$ cat config.mk
export PLATFORM = sky130hd
export DESIGN_NAME = rxq_tagged_fifo
export DESIGN_NICKNAME = d
export VERILOG_FILES = /design/src/rtl/rxq_pkg.sv /design/src/rtl/rxq_store.sv /design/src/rtl/rxq_occ_fsm.sv /design/src/rtl/rxq_err_acc.sv /design/src/rtl/rxq_tagged_fifo.sv
export SDC_FILE = /design/constraint.sdc
export NUM_CORES = 1
export LEC_CHECK = 0
export BUFFER_PORTS_ARGS = -buffer_cell sky130_fd_sc_hd__buf_2
export CAP_MARGIN = 20
export CORE_ASPECT_RATIO = 1.2
export CORE_MARGIN = 1
export CORE_UTILIZATION = 40
export DETAILED_ROUTE_END_ITERATION = 7
export GPL_ROUTABILITY_DRIVEN = 0
export GPL_TIMING_DRIVEN = 0
export MAX_ROUTING_LAYER = met4
export PLACE_DENSITY = 0.59
export SLEW_MARGIN = 5
export SYNTH_ARGS = -nofsm -noshare
export SYNTH_HDL_FRONTEND = slang
export SYNTH_SLANG_ARGS = --single-unit
$ cat constraint.sdc
create_clock -name clk -period 7 [get_ports clk]
set_input_delay 1.05 -clock clk [delete_from_list [all_inputs] [get_ports clk]]
set_output_delay 1.05 -clock clk [all_outputs]
set_load 0.02 [all_outputs]
$ cat src/rtl/rxq_pkg.sv
package rxq_pkg;

    localparam int FLAG_W = 3;
    localparam int CMD_W  = 8;
    localparam logic [CMD_W-1:0] CMD_CLR_ERR = 8'h04;

    typedef struct packed {
        logic brk;
        logic frm;
        logic par;
    } rxq_flags_t;

    typedef enum logic [1:0] {
        OCC_EMPTY   = 2'd0,
        OCC_PARTIAL = 2'd1,
        OCC_FULL    = 2'd2
    } occ_state_t;

endpackage

$ cat src/rtl/rxq_store.sv
module rxq_store #(
    parameter int DEPTH = 16,
    parameter int W     = 11,
    localparam int AW   = (DEPTH > 1) ? $clog2(DEPTH) : 1,
    localparam int LW   = $clog2(DEPTH + 1)
) (
    input  logic          clk,
    input  logic          rst_n,
    input  logic          push,
    input  logic          pop,
    input  logic [W-1:0]  wdata,
    output logic [W-1:0]  head,
    output logic [LW-1:0] level
);

    logic [W-1:0]  mem [DEPTH];
    logic [AW-1:0] wr_ptr;
    logic [AW-1:0] rd_ptr;

    function automatic logic [AW-1:0] bump(input logic [AW-1:0] p);
        return (p == AW'(DEPTH - 1)) ? '0 : p + AW'(1);
    endfunction

    always_ff @(posedge clk) begin
        if (push) begin
            mem[wr_ptr] <= wdata;
        end
    end

    always_ff @(posedge clk) begin
        if (!rst_n) begin
            wr_ptr <= '0;
            rd_ptr <= '0;
            level  <= '0;
        end else begin
            if (push) wr_ptr <= bump(wr_ptr);
            if (pop)  rd_ptr <= bump(rd_ptr);
            unique case ({push, pop})
                2'b10:   level <= level + LW'(1);
                2'b01:   level <= level - LW'(1);
                default: level <= level;
            endcase
        end
    end

    assign head = mem[rd_ptr];

endmodule

$ cat src/rtl/rxq_occ_fsm.sv
module rxq_occ_fsm
    import rxq_pkg::*;
#(
    parameter int DEPTH = 16,
    localparam int LW   = $clog2(DEPTH + 1)
) (
    input  logic          clk,
    input  logic          rst_n,
    input  logic          push,
    input  logic          pop,
    input  logic [LW-1:0] level,
    output logic          full,
    output logic          empty
);

    occ_state_t state_q;
    occ_state_t state_d;

    // next-state selection
    always_comb begin
        state_d = state_q;
        unique case (state_q)
            OCC_EMPTY: begin
                if (push) state_d = (DEPTH == 1) ? OCC_FULL : OCC_PARTIAL;      // FIRST_IN
            end
            OCC_PARTIAL: begin
                if (push && !pop && level == LW'(DEPTH - 1))
                    state_d = OCC_FULL;                                       // TOP_UP
                else if (pop && !push && level == LW'(1))
                    state_d = OCC_EMPTY;                                      // LAST_OUT
            end
            OCC_FULL: begin
                if (pop) state_d = (DEPTH == 1) ? OCC_EMPTY : OCC_PARTIAL;      // MAKE_ROOM
            end
            default: state_d = OCC_EMPTY;
        endcase
    end

    // state register
    always_ff @(posedge clk) begin
        if (!rst_n) state_q <= OCC_EMPTY;
        else        state_q <= state_d;
    end

    // outputs
    always_comb begin
        full  = 1'b0;
        empty = 1'b0;
        unique case (state_q)
            OCC_EMPTY:   empty = 1'b1;
            OCC_FULL:    full  = 1'b1;
            default:     ;
        endcase
    end

endmodule

$ cat src/rtl/rxq_err_acc.sv
module rxq_err_acc
    import rxq_pkg::*;
(
    input  logic       clk,
    input  logic       rst_n,
    input  logic       clr,
    input  logic       push,
    input  logic       drop,
    input  rxq_flags_t flags_in,
    output rxq_flags_t acc,
    output logic       overrun
);

    rxq_flags_t acc_base;
    logic       ovr_base;

    always_comb begin
        acc_base = clr ? '0 : acc;
        ovr_base = clr ? 1'b0 : overrun;
    end

    always_ff @(posedge clk) begin
        if (!rst_n) begin
            acc     <= '0;
            overrun <= 1'b0;
        end else begin
            acc     <= acc_base | (push ? flags_in : '0);
            overrun <= ovr_base | drop;
        end
    end

endmodule

$ cat src/rtl/rxq_tagged_fifo.sv
module rxq_tagged_fifo
    import rxq_pkg::*;
#(
    parameter int DEPTH = 16,
    parameter int DW    = 8,
    localparam int EW   = DW + FLAG_W,
    localparam int LW   = $clog2(DEPTH + 1)
) (
    input  logic              clk,
    input  logic              rst_n,
    input  logic              wr_en,
    input  logic [DW-1:0]     wr_data,
    input  logic              wr_brk,
    input  logic              wr_frm,
    input  logic              wr_par,
    input  logic              rd_en,
    input  logic              blk_mode,
    input  logic              cmd_valid,
    input  logic [CMD_W-1:0]  cmd_code,
    output logic [DW-1:0]     rd_data,
    output logic [FLAG_W-1:0] stat_flags,
    output logic              full,
    output logic              empty,
    output logic [LW-1:0]     level,
    output logic              overrun
);

    logic       push;
    logic       pop;
    logic       drop;
    logic       clr;
    rxq_flags_t in_flags;
    rxq_flags_t head_flags;
    rxq_flags_t acc_flags;
    logic [EW-1:0] wr_entry;
    logic [EW-1:0] head_entry;

    assign push     = wr_en && !full;
    assign drop     = wr_en && full;
    assign pop      = rd_en && !empty;
    assign clr      = cmd_valid && (cmd_code == CMD_CLR_ERR);
    assign in_flags = '{brk: wr_brk, frm: wr_frm, par: wr_par};
    assign wr_entry = {in_flags, wr_data};

    rxq_store #(.DEPTH(DEPTH), .W(EW)) store_i (
        .clk   (clk),
        .rst_n (rst_n),
        .push  (push),
        .pop   (pop),
        .wdata (wr_entry),
        .head  (head_entry),
        .level (level)
    );

    rxq_occ_fsm #(.DEPTH(DEPTH)) occ_i (
        .clk   (clk),
        .rst_n (rst_n),
        .push  (push),
        .pop   (pop),
        .level (level),
        .full  (full),
        .empty (empty)
    );

    rxq_err_acc acc_i (
        .clk      (clk),
        .rst_n    (rst_n),
        .clr      (clr),
        .push     (push),
        .drop     (drop),
        .flags_in (in_flags),
        .acc      (acc_flags),
        .overrun  (overrun)
    );

    assign head_flags = empty ? '0 : rxq_flags_t'(head_entry[EW-1:DW]);
    assign rd_data    = empty ? '0 : head_entry[DW-1:0];
    assign stat_flags = blk_mode ? acc_flags : head_flags;

endmodule

==> results.py <==
metrics = {
    "route": {
        "route.detailed.drc": 0,
        "drt_wl_total_mm": 17.4,
        "ant_nets": 0,
        "post_drt_wl_per_cell_um": 21.0,
        "viasPerCell": 5.48,
        "dr.first_iter.drc_count": 299,
        "vias": 4545,
        "drt_first_pass_iters": 4,
    },
    "hold_path": {
        "worstHoldEndpoint": "acc_i.acc[1]",
        "worstHoldPathType": "reg -> reg",
        "hold_depth": 2,
        "worstHoldStart": "acc_i.acc[1]",
    },
    "setup_path": {
        "r2r_cells": 7,
        "arrival_ns": 2.65,
        "cpMaxStageDelayCell": "buf_2",
        "r2r-end": "store_i.mem[6][1]",
        "max_stage_delay_ns": 0.41,
        "critPathMaxFanout": 10,
        "required_ns": 5.95,
        "worstSetupEndpointType": "output port",
        "critPathKind": "reg -> out",
        "critical_path.most_common_cell": "buf_2",
        "path_buf_inv": 4,
        "rr_startpoint": "occ_i.state_q[0]",
        "worstSetupStartpointType": "flop",
        "reg2reg_slack_ns": 4.67,
        "cp_top_family": "buffers and inverters",
        "worstPathCellList": "buf_2 > buf_2 > buf_2 > mux4_2 > mux2i_1 > o22ai_1 > buf_2",
    },
    "run_status": {
        "outcome": "finished, final reports clean",
    },
    "yosys": {
        "synthSimpleGateAreaFrac": 0.0609,
        "synth_ff_type": "edfxtp_1",
        "synthAdderAreaFrac": 0.0139,
        "synth_top_family_by_area": "multiplexers",
        "synthArstFlopShare": 0,
        "synth-seq-area-share": 0.711,
        "syn_area_mm2": 0.00808,
        "ys_types": 50,
        "avgSynthCellArea_um2": 16.9,
        "ys_ff_latch": 199,
        "yosys_warnings": 0,
        "synthMuxAreaShare": 0.125,
        "synth_area_leaders": "edfxtp_1 65%, mux4_2 8.9%, dfxtp_1 5.7%",
        "synth_edf_count": 176,
        "yosysTopAreaCellShare": 0.654,
        "synth-compound-area-share": 0.0610,
        "synth_nets": 513,
        "synth_top_cell_by_area": "edfxtp_1",
        "syn_inst": 479,
        "synth-xor-area-share": 0.00542,
    },
    "place": {
        "port_buffers": 42,
        "pre_cts_ws_ns": 3.73,
        "hpwlAfterDp_mm": 12.1,
    },
    "die": {
        "core_area_mm2": 0.0197,
        "die_h_um": 158,
        "initial_core_util": 0.410,
        "num_io_pins": 44,
        "rows": 56,
        "die_area_mm2": 0.0208,
        "fp.dieW_um": 132,
    },
    "global_routing": {
        "antenna_found_initial": 0,
        "grt_pass1_vias": 4725,
        "grt_max_degree": 18,
        "track_usage": 0.184,
        "grt_pass1_wl_mm": 26.8,
        "grt-ovfl-total": 0,
    },
    "clock_tree": {
        "cts_hold_repair.buffers": 0,
        "cts.repair.resized": 0,
        "numClockSinks": 199,
        "cts_tree": "yes",
        "clock_latency_ns": 0.43,
        "cts_buffer_depth": 2,
        "cts_root_buffer": "clkbuf_16",
        "clk_pin_slew_ns": 0.07,
        "post_cts_buffers": 0,
        "cts-buffers-inserted": 17,
        "htree_levels": 4,
    },
    "sta": {
        "rsz0062_at_grt": "false",
        "slew_headroom": 0.480,
        "slew_viol_final": 0,
        "hold_viol": 0,
        "worstMarginPinSlew_ns": 0.772,
        "period_minus_slack_ns": 3.70,
        "post-route-period-util": 0.528,
        "fmax_mhz": 271,
        "fin_ws_ns": 3.30,
        "setup-violations-final": 0,
        "fin_skew_ns": 0.00621,
        "setup_tns_ns": 0,
    },
    "final_layout": {
        "drive_above_1_share": 0.243,
        "area_growth_pct": 15.8,
        "seq_area_mm2": 0.00575,
        "diodes": 0,
        "layout.nets": 590,
        "multi_input_area_mm2": 0.00217,
        "nFillCells": 1697,
    },
    "power": {
        "p_comb_frac": 0.064,
        "clkPwrFrac": 0.397,
        "ir_drop_mv": 0.178,
        "switchingPower_w": 0.000518,
        "seqPwrFrac": 0.540,
        "internal_power_w": 0.00193,
        "leakage_nw": 3.12,
        "sw_frac_of_total": 0.212,
        "powerDensity_mw_per_mm2": 261,
    },
    "run": {
        "maxCapViolCount": 0,
    },
}
## state kept, by name, indices dropped and copies added (netlist names), named ones only
| register | cells |
|---|---|
| store_i.mem | 176 |
| occ_i.state_q | 2 |
| store_i.level | 5 |
| acc_i.overrun | 1 |
| store_i.rd_ptr | 4 |
| store_i.wr_ptr | 4 |
| acc_i.acc | 3 |
## layout make-up
cell class                 count  area share
clock buffer                  18      0.0459
tap                          261      0.0349
timing repair buffer          58      0.0369
buffer                        26      0.0152
clock inverter                13      0.0167
sequential                   199       0.614
multi-input combinational    245       0.232
inverter                       9     0.00361
## cells in the mapped netlist, types with 7 or more instances
library cell	instances
a22oi_1	15
o21ai_0	8
a21oi_1	13
nand3_1	7
dfxtp_1	23
inv_1	8
buf_2	9
a22o_1	7
nand2_1	20
and3_1	11
mux2i_1	27
nor2_1	35
nor3_1	7
ha_1	9
a221o_1	7
clkbuf_1	8
mux4_2	32
edfxtp_1	176
## tightest hold or removal path: cells and delay by family (launching register included)
kind | cells | cell delay, ns
flip-flops | 1 | 0.34
AND/OR/NAND/NOR | 1 | 0.07
AO/OA/AOI/OAI | 1 | 0.07
## power by group through the flow
stage | registers, W | clock network [W] | logic, W
floorplan | 0.00135 | 0 | 0.0000928
global placement | 0.00134 | 0 | 0.000149
detailed placement | 0.00135 | 0 | 0.000157
CTS | 0.00132 | 0.000981 | 0.000157
global route | 0.00132 | 0.00103 | 0.000169
finish | 0.00132 | 0.000970 | 0.000155
## layer usage
metal  vias to the layer above  share of wire  GRT usage
met2                       142           0.53      0.324
li1                       2052              -          -
met1                      2329           0.41      0.207
met3                        22          0.041     0.0333
met5                         -              0          -
met4                         0          0.018     0.0764
## cell families after synthesis
kind of cell | count (synthesis)
flip-flops | 199
AND/OR/NAND/NOR | 102
AO/OA/AOI/OAI | 68
multiplexers | 61
buffers and inverters | 35
adder cells (fa/ha/maj) | 9
XOR/XNOR | 5
## worst max path at each step
stage               start           endpoint  slack [ns]  depth (start not counted)
floorplan           wr_en  store_i.mem[3][0]        4.00                          4
CTS                  flop         rd_data[6]        3.26                          7
global placement    wr_en  store_i.mem[3][4]        3.05                          4
global route         flop         rd_data[6]        3.18                          5
detailed placement   flop         rd_data[6]        3.73                          7
finish               flop         rd_data[6]        3.30                          7
## per-stage QoR
stage / total power, W / std cells / utilization / hold WS, ns / cell area, um2
after floorplan: 0.00144 / 479 / - / 0.465 / 8080
after global placement: 0.00149 / 782 / 0.437 / 0.483 / 8610
after detailed placement: 0.00150 / 794 / 0.444 / 0.491 / 8730
after CTS: 0.00246 / 825 / 0.473 / 0.511 / 9320
after global routing: 0.00252 / 829 / 0.475 / 0.575 / 9350
final: 0.00245 / 829 / 0.475 / 0.514 / 9350
## placed cells by master, fill, tap and decap left out, types with 9 or more instances in the layout
master and n:
edfxtp_1 176, buf_2 51, nor2_1 35, mux4_2 32
mux2i_1 27, dfxtp_1 23, nand2_1 20, clkbuf_16 17
a22oi_1 15, a21oi_1 13, buf_4 12, and3_1 11
clkbuf_1 9, ha_1 9
(Power assumes the default switching activity.)
